File: src/rtl/capture_channel.sv
module capture_channel #(
  parameter int CW  = 16,
  parameter int ALT = 15,
  localparam int SW = $clog2(ALT + 1)
) (
  input  logic          clk,
  input  logic          rst_n,
  input  logic          samp_en,
  input  logic          pin_in,
  input  logic [ALT:1]  alt_in,
  input  logic [SW-1:0] in_sel,
  input  logic [3:0]    filt_cfg,
  input  logic [1:0]    pol_cfg,
  input  logic          nbr_rise,
  input  logic          nbr_fall,
  input  logic          itrig,
  input  logic [1:0]    src_sel,
  input  logic [1:0]    psc_cfg,
  input  logic          cap_en,
  input  logic          flag_clr,
  input  logic [CW-1:0] cnt_val,
  output logic [CW-1:0] cap_val,
  output logic          cap_flag,
  output logic          ovr_flag,
  output logic          trig_out
);

  function automatic logic [3:0] run_len(input logic [3:0] code);
    case (code)
      4'd0:    run_len = 4'd1;
      4'd1:    run_len = 4'd2;
      4'd2:    run_len = 4'd4;
      4'd3:    run_len = 4'd5;
      4'd4:    run_len = 4'd6;
      default: run_len = 4'd8;
    endcase
  endfunction

  function automatic logic pick_edge(input logic [1:0] pol, input logic r, input logic f);
    case (pol)
      2'b01:   pick_edge = f;
      2'b11:   pick_edge = r | f;
      default: pick_edge = r;
    endcase
  endfunction

  logic [ALT:0] lines;
  logic         s1, s2, lvl, lvl_d;
  logic [3:0]   run;
  logic [2:0]   psc_cnt;
  logic [1:0]   psc_q;
  logic         own_ev, nbr_ev, ev, hit;
  logic [2:0]   div_m1;

  assign lines  = {alt_in, pin_in};
  assign own_ev = pick_edge(pol_cfg, lvl & ~lvl_d, ~lvl & lvl_d);
  assign nbr_ev = pick_edge(pol_cfg, nbr_rise, nbr_fall);
  assign trig_out = own_ev;
  assign div_m1 = 3'((4'd1 << psc_cfg) - 4'd1);

  always_comb begin
    case (src_sel)
      2'b01:   ev = own_ev;
      2'b10:   ev = nbr_ev;
      2'b11:   ev = itrig;
      default: ev = 1'b0;
    endcase
  end

  assign hit = cap_en && ev && (psc_cnt == div_m1);

  always_ff @(posedge clk or negedge rst_n) begin
    if (!rst_n) begin
      s1    <= 1'b0;
      s2    <= 1'b0;
      lvl   <= 1'b0;
      lvl_d <= 1'b0;
      run   <= '0;
    end else begin
      s1    <= lines[in_sel];
      s2    <= s1;
      lvl_d <= lvl;
      if (filt_cfg == 4'd0) begin
        lvl <= s2;
        run <= '0;
      end else if (samp_en) begin
        if (s2 == lvl) begin
          run <= '0;
        end else if (run + 4'd1 >= run_len(filt_cfg)) begin
          lvl <= s2;
          run <= '0;
        end else begin
          run <= run + 4'd1;
        end
      end
    end
  end

  always_ff @(posedge clk or negedge rst_n) begin
    if (!rst_n) begin
      psc_cnt  <= '0;
      psc_q    <= '0;
      cap_val  <= '0;
      cap_flag <= 1'b0;
      ovr_flag <= 1'b0;
    end else begin
      psc_q <= psc_cfg;
      if (!cap_en || psc_cfg != psc_q) psc_cnt <= '0;
      else if (ev) psc_cnt <= hit ? 3'd0 : psc_cnt + 3'd1;
      if (hit) begin
        cap_val  <= cnt_val;
        cap_flag <= 1'b1;
        ovr_flag <= ovr_flag | cap_flag;
      end else if (flag_clr) begin
        cap_flag <= 1'b0;
        ovr_flag <= 1'b0;
      end
    end
  end

endmodule


File: config.mk
export PLATFORM = sky130hd
export DESIGN_NAME = capture_channel
export DESIGN_NICKNAME = d
export VERILOG_FILES = /design/src/rtl/capture_channel.sv
export SDC_FILE = /design/constraint.sdc
export NUM_CORES = 1
export LEC_CHECK = 0
export BUFFER_PORTS_ARGS = -buffer_cell sky130_fd_sc_hd__buf_2
export CAP_MARGIN = 20
export CORE_ASPECT_RATIO = 2
export CORE_UTILIZATION = 37
export CTS_CLUSTER_DIAMETER = 40
export DETAILED_ROUTE_END_ITERATION = 16
export PLACE_DENSITY = 0.67
export SYNTH_ARGS = -nofsm -noshare
export SYNTH_HDL_FRONTEND = slang
export SYNTH_SLANG_ARGS = --single-unit
File: constraint.sdc
create_clock -name clk -period 1.9 [get_ports clk]
set_input_delay 0.285 -clock clk [delete_from_list [all_inputs] [get_ports clk]]
set_output_delay 0.285 -clock clk [all_outputs]
set_load 0.05 [all_outputs]
* Word-level counts from Yosys, hierarchy flattened
Index checks and enable logic that the tools add are counted.
** Word-level totals
- Bits in registers :: 31
- Logic and storage cells :: 69
** Operators by class
- $add $sub $neg :: 3
- $lt $le $gt $ge :: 2
- Eq/ne operators :: 13
- Shift-type cells :: 1
- Mux-type cells :: 23
- Bitwise operators :: 7
- Reductions and logical operators :: 10
** Operators with widths (number)
- $mux W4 :: 7
- $pmux W4 S4 :: 1
- $mux W3 :: 3
- $eq A4 B2 Y1 const B :: 2
- $mux W1 :: 8
- $reduce_bool A2 Y1 :: 4
- $eq A2 B2 Y1 const B :: 3
- $lt A4 B5 Y1 const B :: 1
- $add A4 B1 Y4 const B :: 1
- $bmux W1 S4 :: 1
- $eq A2 B1 Y1 const B :: 2
- $eq A4 B1 Y1 const B :: 1
- $eq A4 B3 Y1 const B :: 1
- $ge A4 B4 Y1 :: 1
- $logic_not A4 Y1 :: 1
- $pmux W1 S2 :: 2
- $add A3 B1 Y3 const B :: 1
- $eq A3 B3 Y1 :: 1
- $or A1 B1 Y1 :: 3
- $pmux W1 S3 :: 1
- $reduce_and A3 Y1 :: 1
- $shl A1 B2 Y3 const A :: 1
- $sub A3 B1 Y3 const B :: 1
- $and A1 B1 Y1 :: 2
- 7 further kinds :: 9

* Logic depth before layout (Yosys ltp)
- Word-level depth :: 10
- Depth in mapped cells :: 8
- Gate-level depth less buffers :: 8

* Worst setup path before layout
OpenSTA, ideal clock, no wires.
- Path type :: in2reg
- Start point :: in filt_cfg[2]
- End point :: reg lvl
- Arrival time :: 1.961 ns
- Data required time :: 1.775 ns
- Slack :: -0.185 ns
- Stages on the path :: 8
- Path buffers :: 1
- Cells stage by stage :: clkbuf_1 > xnor2_1 > or3_1 > ha_1 > a211oi_1 > o21ai_0 > o21ai_0 > mux2_2
** Between the ends
- Longest elaborated chain between the ends :: 8
- Elaborated cells between the ends (all ways) :: 15
** Ends and longest elaborated chain
- from (decl) :: line 12 : input logic [3:0] filt_cfg,
- $eq A4 B3 Y1 (tied with other cells) :: line 29 : case (code)
- $pmux W4 S4 :: line 29
- $mux W4 :: line 87 : if (s2 == lvl) begin
- $mux W4 :: line 86 : end else if (samp_en) begin
- $mux W4 :: line 83 : if (filt_cfg == 4'd0) begin
- $ge A4 B4 Y1 :: line 89 : end else if (run + 4'd1 >= run_len(filt_cfg)) begin
- $reduce_bool A2 Y1 (no line)
- $reduce_and A3 Y1 (no line)
- to (signal assigned) :: line 76 : lvl <= 1'b0;
- to (signal assigned) :: line 84 : lvl <= s2;
- to (signal assigned) :: line 90 : lvl <= s2;
- to (decl) :: line 48 : logic s1, s2, lvl, lvl_d;
Several ways; a longest one is shown, not always the timed one. The select of a mux whose other input is x is not followed.
A chain may end at the register's enable or synchronous reset.

* Worst setup path in the final report
- Start point :: reg lvl_d
- End point :: reg cap_val[14]
** Between the ends
- Longest elaborated chain between the ends :: 7
- Elaborated cells between the ends (all ways) :: 8
** Ends and longest elaborated chain
- from (decl) :: line 48
- from (signal assigned) :: line 82 : lvl_d <= lvl;
- $not A1 Y1 :: line 56 : assign own_ev = pick_edge(pol_cfg, lvl & ~lvl_d, ~lvl & lvl_d);
- $and A1 B1 Y1 :: line 56
- $or A1 B1 Y1 :: line 42 : 2'b11: pick_edge = r | f;
- $pmux W1 S2 * :: line 40 : case (pol)
- $pmux W1 S3 * :: line 62 : case (src_sel)
- $logic_and A1 B1 Y1 * (2 in a row) :: line 70 : assign hit = cap_en && ev && (psc_cnt == div_m1);
- to (signal assigned) :: line 111 : cap_val <= cnt_val;
- to (decl) :: line 22 : output logic [CW-1:0] cap_val,
Mark *: on every way between the ends. The rest lies on a longest branch, timed or not.

==> qor.yml <==
final-setup-viol-count: 0
slew_headroom_pct: 53.4
final_common_cell: "buf_2"
postSynthAreaPerCell_um2: 12.6
period_needed_ps: 1840
synth_top_flop_cell: "dfrtp_1"
synthesis.nets: 197
layout_common_cells: "71 x buf_2, 31 x dfrtp_1, 10 x mux2_2, 10 x buf_4, 9 x nand2_1"
root_buffer: "clkbuf_8"
clk_latency_ps: 270
place_worst_setup_slack_ps: -119
ir_drop_mv: 0.654
boundaryPins: 73
gp_congestion: 0.737
fin_crit_sh_pct: 96.8
num_rows: 34
path_delay_family: "compound AO/OA/AOI/OAI gates"
dieArea_mm2: 0.00487
cp_num_buf_inv: 1
wl_per_cell_um: 13.6
cp.arrival_ps: 2000
slew_violations: 0
setup_slack_ps: 61.7
post-route-drc-count: 0
die_h_um: 97.7
die_width_um: 49.9
dp_hpwl_mm: 2.83
worst_pin_slew_ps: 699
timing.fmax_mhz: 544
num_vias: 1412
clkTransAtPathRegs_ps: 70
maxCapViolCount: 0
hold_path_class: "input port to asynchronous set/reset pin"
required_ps: 2060
grt_use_total_pct: 15.9
slowest_stage: "dfrtp_1"
synthDistinctLibCells: 40
p_clk_share_pct: 21.9
dr.pass1.iters: 5
ys_ff_latch: 31
core_mm2: 0.00438
yosysTopAreaCell: "dfrtp_1"
hold_violations: 0
ys_top_cells_by_area: "dfrtp_1 46%, mux2_2 6.6%, mux4_2 6.6%"
antenna_left: 0
power.leakage_nw: 1.19
io_buffers: 72
status: "finished, final reports clean"
final_area_mm2: 0.00238
synth_edf_count: 0
clock_skew_ps: 4.65
synthArstFlopShare_pct: 100
fin_nets: 285
overflow: 0
p_sw_mw: 1.19
drt_iter0_markers: 14
n_antenna_cell: 0
path_class: "flip-flop to flip-flop"
via_per_inst: 5.08
netlist_instances: 135
cts_tree: "built"
hold_buffers: 0
grt_max_degree: 32
p_seq_share_pct: 31.8
pwr-share-comb_pct: 46.3
p_int_mw: 1.80
grt_pass1_vias: 1350
ctsHtreeMaxLevel: 2
yosysWarnings: 0
crit_path_max_fanout: 9
syn_to_final_growth_pct: 40.5
end_kind: "flip-flop"
clk_path_buf_depth: 2
drt-total-wl_mm: 3.78
synth_top_area_share_pct: 45.8
initial_utilization_pct: 38.7
numCtsBuffers: 5
start_kind: "flip-flop"
syn_area_mm2: 0.00170
swShare_pct: 39.8
rsz0062_at_grt: "yes"
drive_above_1_share_pct: 57.6
seq_area_frac_synth_pct: 45.8
total_power_mw: 3.00
grt_pass1_wl_mm: 5.95
antenna_found_initial: 0
path_cells: "inv_1 > ha_1 > nor2b_1 > a22o_1 > o21a_4 > nand2_4 > mux2_4"
max_stage_delay_ps: 400
powerDensity_mw_per_mm2: 1260
place_area_mm2: 0.00218
cts_sinks: 31
[power by group through the flow]
stage               registers (mW)  logic, mW  clock network, mW
floorplan                     1.41      0.476                  0
global placement             0.949       1.29                  0
detailed placement           0.953       1.30                  0
CTS                          0.945       1.31              0.675
global route                 0.982       1.48              0.708
finish                       0.954       1.39              0.655
[final timing paths]
check | endpoint | slack, ps | startpoint | cells after the start
setup / recovery | cap_val[14]$_DFFE_PN0P_ | 60 | lvl_d$_DFF_PN0_ | 7
hold / removal | run[1]$_DFFE_PN0P_ | 60 | rst_n | 1
setup reg to reg | cap_val[14]$_DFFE_PN0P_ | 60 | lvl_d$_DFF_PN0_ | 7
hold reg to reg | s2$_DFF_PN0_ | 350 | s1$_DFF_PN0_ | 0
max in group asynchronous | cap_val[13]$_DFFE_PN0P_ | 1390 | rst_n | 1
min in group clk | ovr_flag$_DFFE_PN0P_ | 200 | flag_clr | 2
[state kept, by name, indices dropped and copies added, names as in the netlist]
signal,flops
cap_flag,1
ovr_flag,1
psc_q,2
run,4
cap_val,16
lvl_d,1
lvl,1
s2,1
s1,1
psc_cnt,3
[cells in the mapped netlist, drive strengths merged, types with 2 or more instances]
library cell  count
nand2            10
a22o              2
xor2              3
mux2             17
nor2b             2
or3               2
a211oi            2
a21o              2
a21oi             4
nor4              2
o21ai             6
nor2              7
nand3             2
a31oi             2
ha                8
mux4              5
dfrtp            31
inv               3
o31ai             2
nand2b            5
xnor2             4
[routing by layer]
metal	global-route usage (%)	vias up	share of wire [%]
li1	-	675	-
met1	16.6	688	36
met2	29.6	47	59
met3	3.12	2	4.3
met4	6.59	0	1.0
met5	0	-	0
[cells by family (layout without fill, tap and decap cells)]
kind of cell | count (synthesis) | count (layout) | synth area share (%)
AO/OA/AOI/OAI | 23 | 23 | 9.74
XOR/XNOR | 7 | 7 | 3.62
adder cells (fa/ha/maj) | 8 | 8 | 5.90
buffers and inverters | 5 | 93 | 1.55
flip-flops | 31 | 31 | 45.8
multiplexers | 23 | 23 | 20.1
AND/OR/NAND/NOR | 38 | 39 | 13.4
[stage by stage]
step                      instances  util [%]  hold WS (ps)  TNS (ps)
after detailed placement        268      49.9           337      -490
after floorplan                 135         -         -10.6     -45.0
after global placement          268      49.9           338      -221
after CTS                       276      52.7          90.0         0
final                           278      54.4          59.8         0
after global routing            278      54.4          99.2      -150
[what timing repair did]
item	4_1_cts	5_1_grt
gates resized for setup	2	11
cloned	0	1
endpoints found under the setup margin	10	20
setup buffers	0	1
pin swaps	0	7
[area by class of cell]
cell class	count	area (µm²)
multi-input cells	100	972
clock inverters	2	35.0
well taps	54	67.6
repair buffers	82	438
clock buffers	6	82.6
inverters	3	11.3
flip-flops and latches	31	776
fillers	415	2000
(Power assumes the default switching activity.)
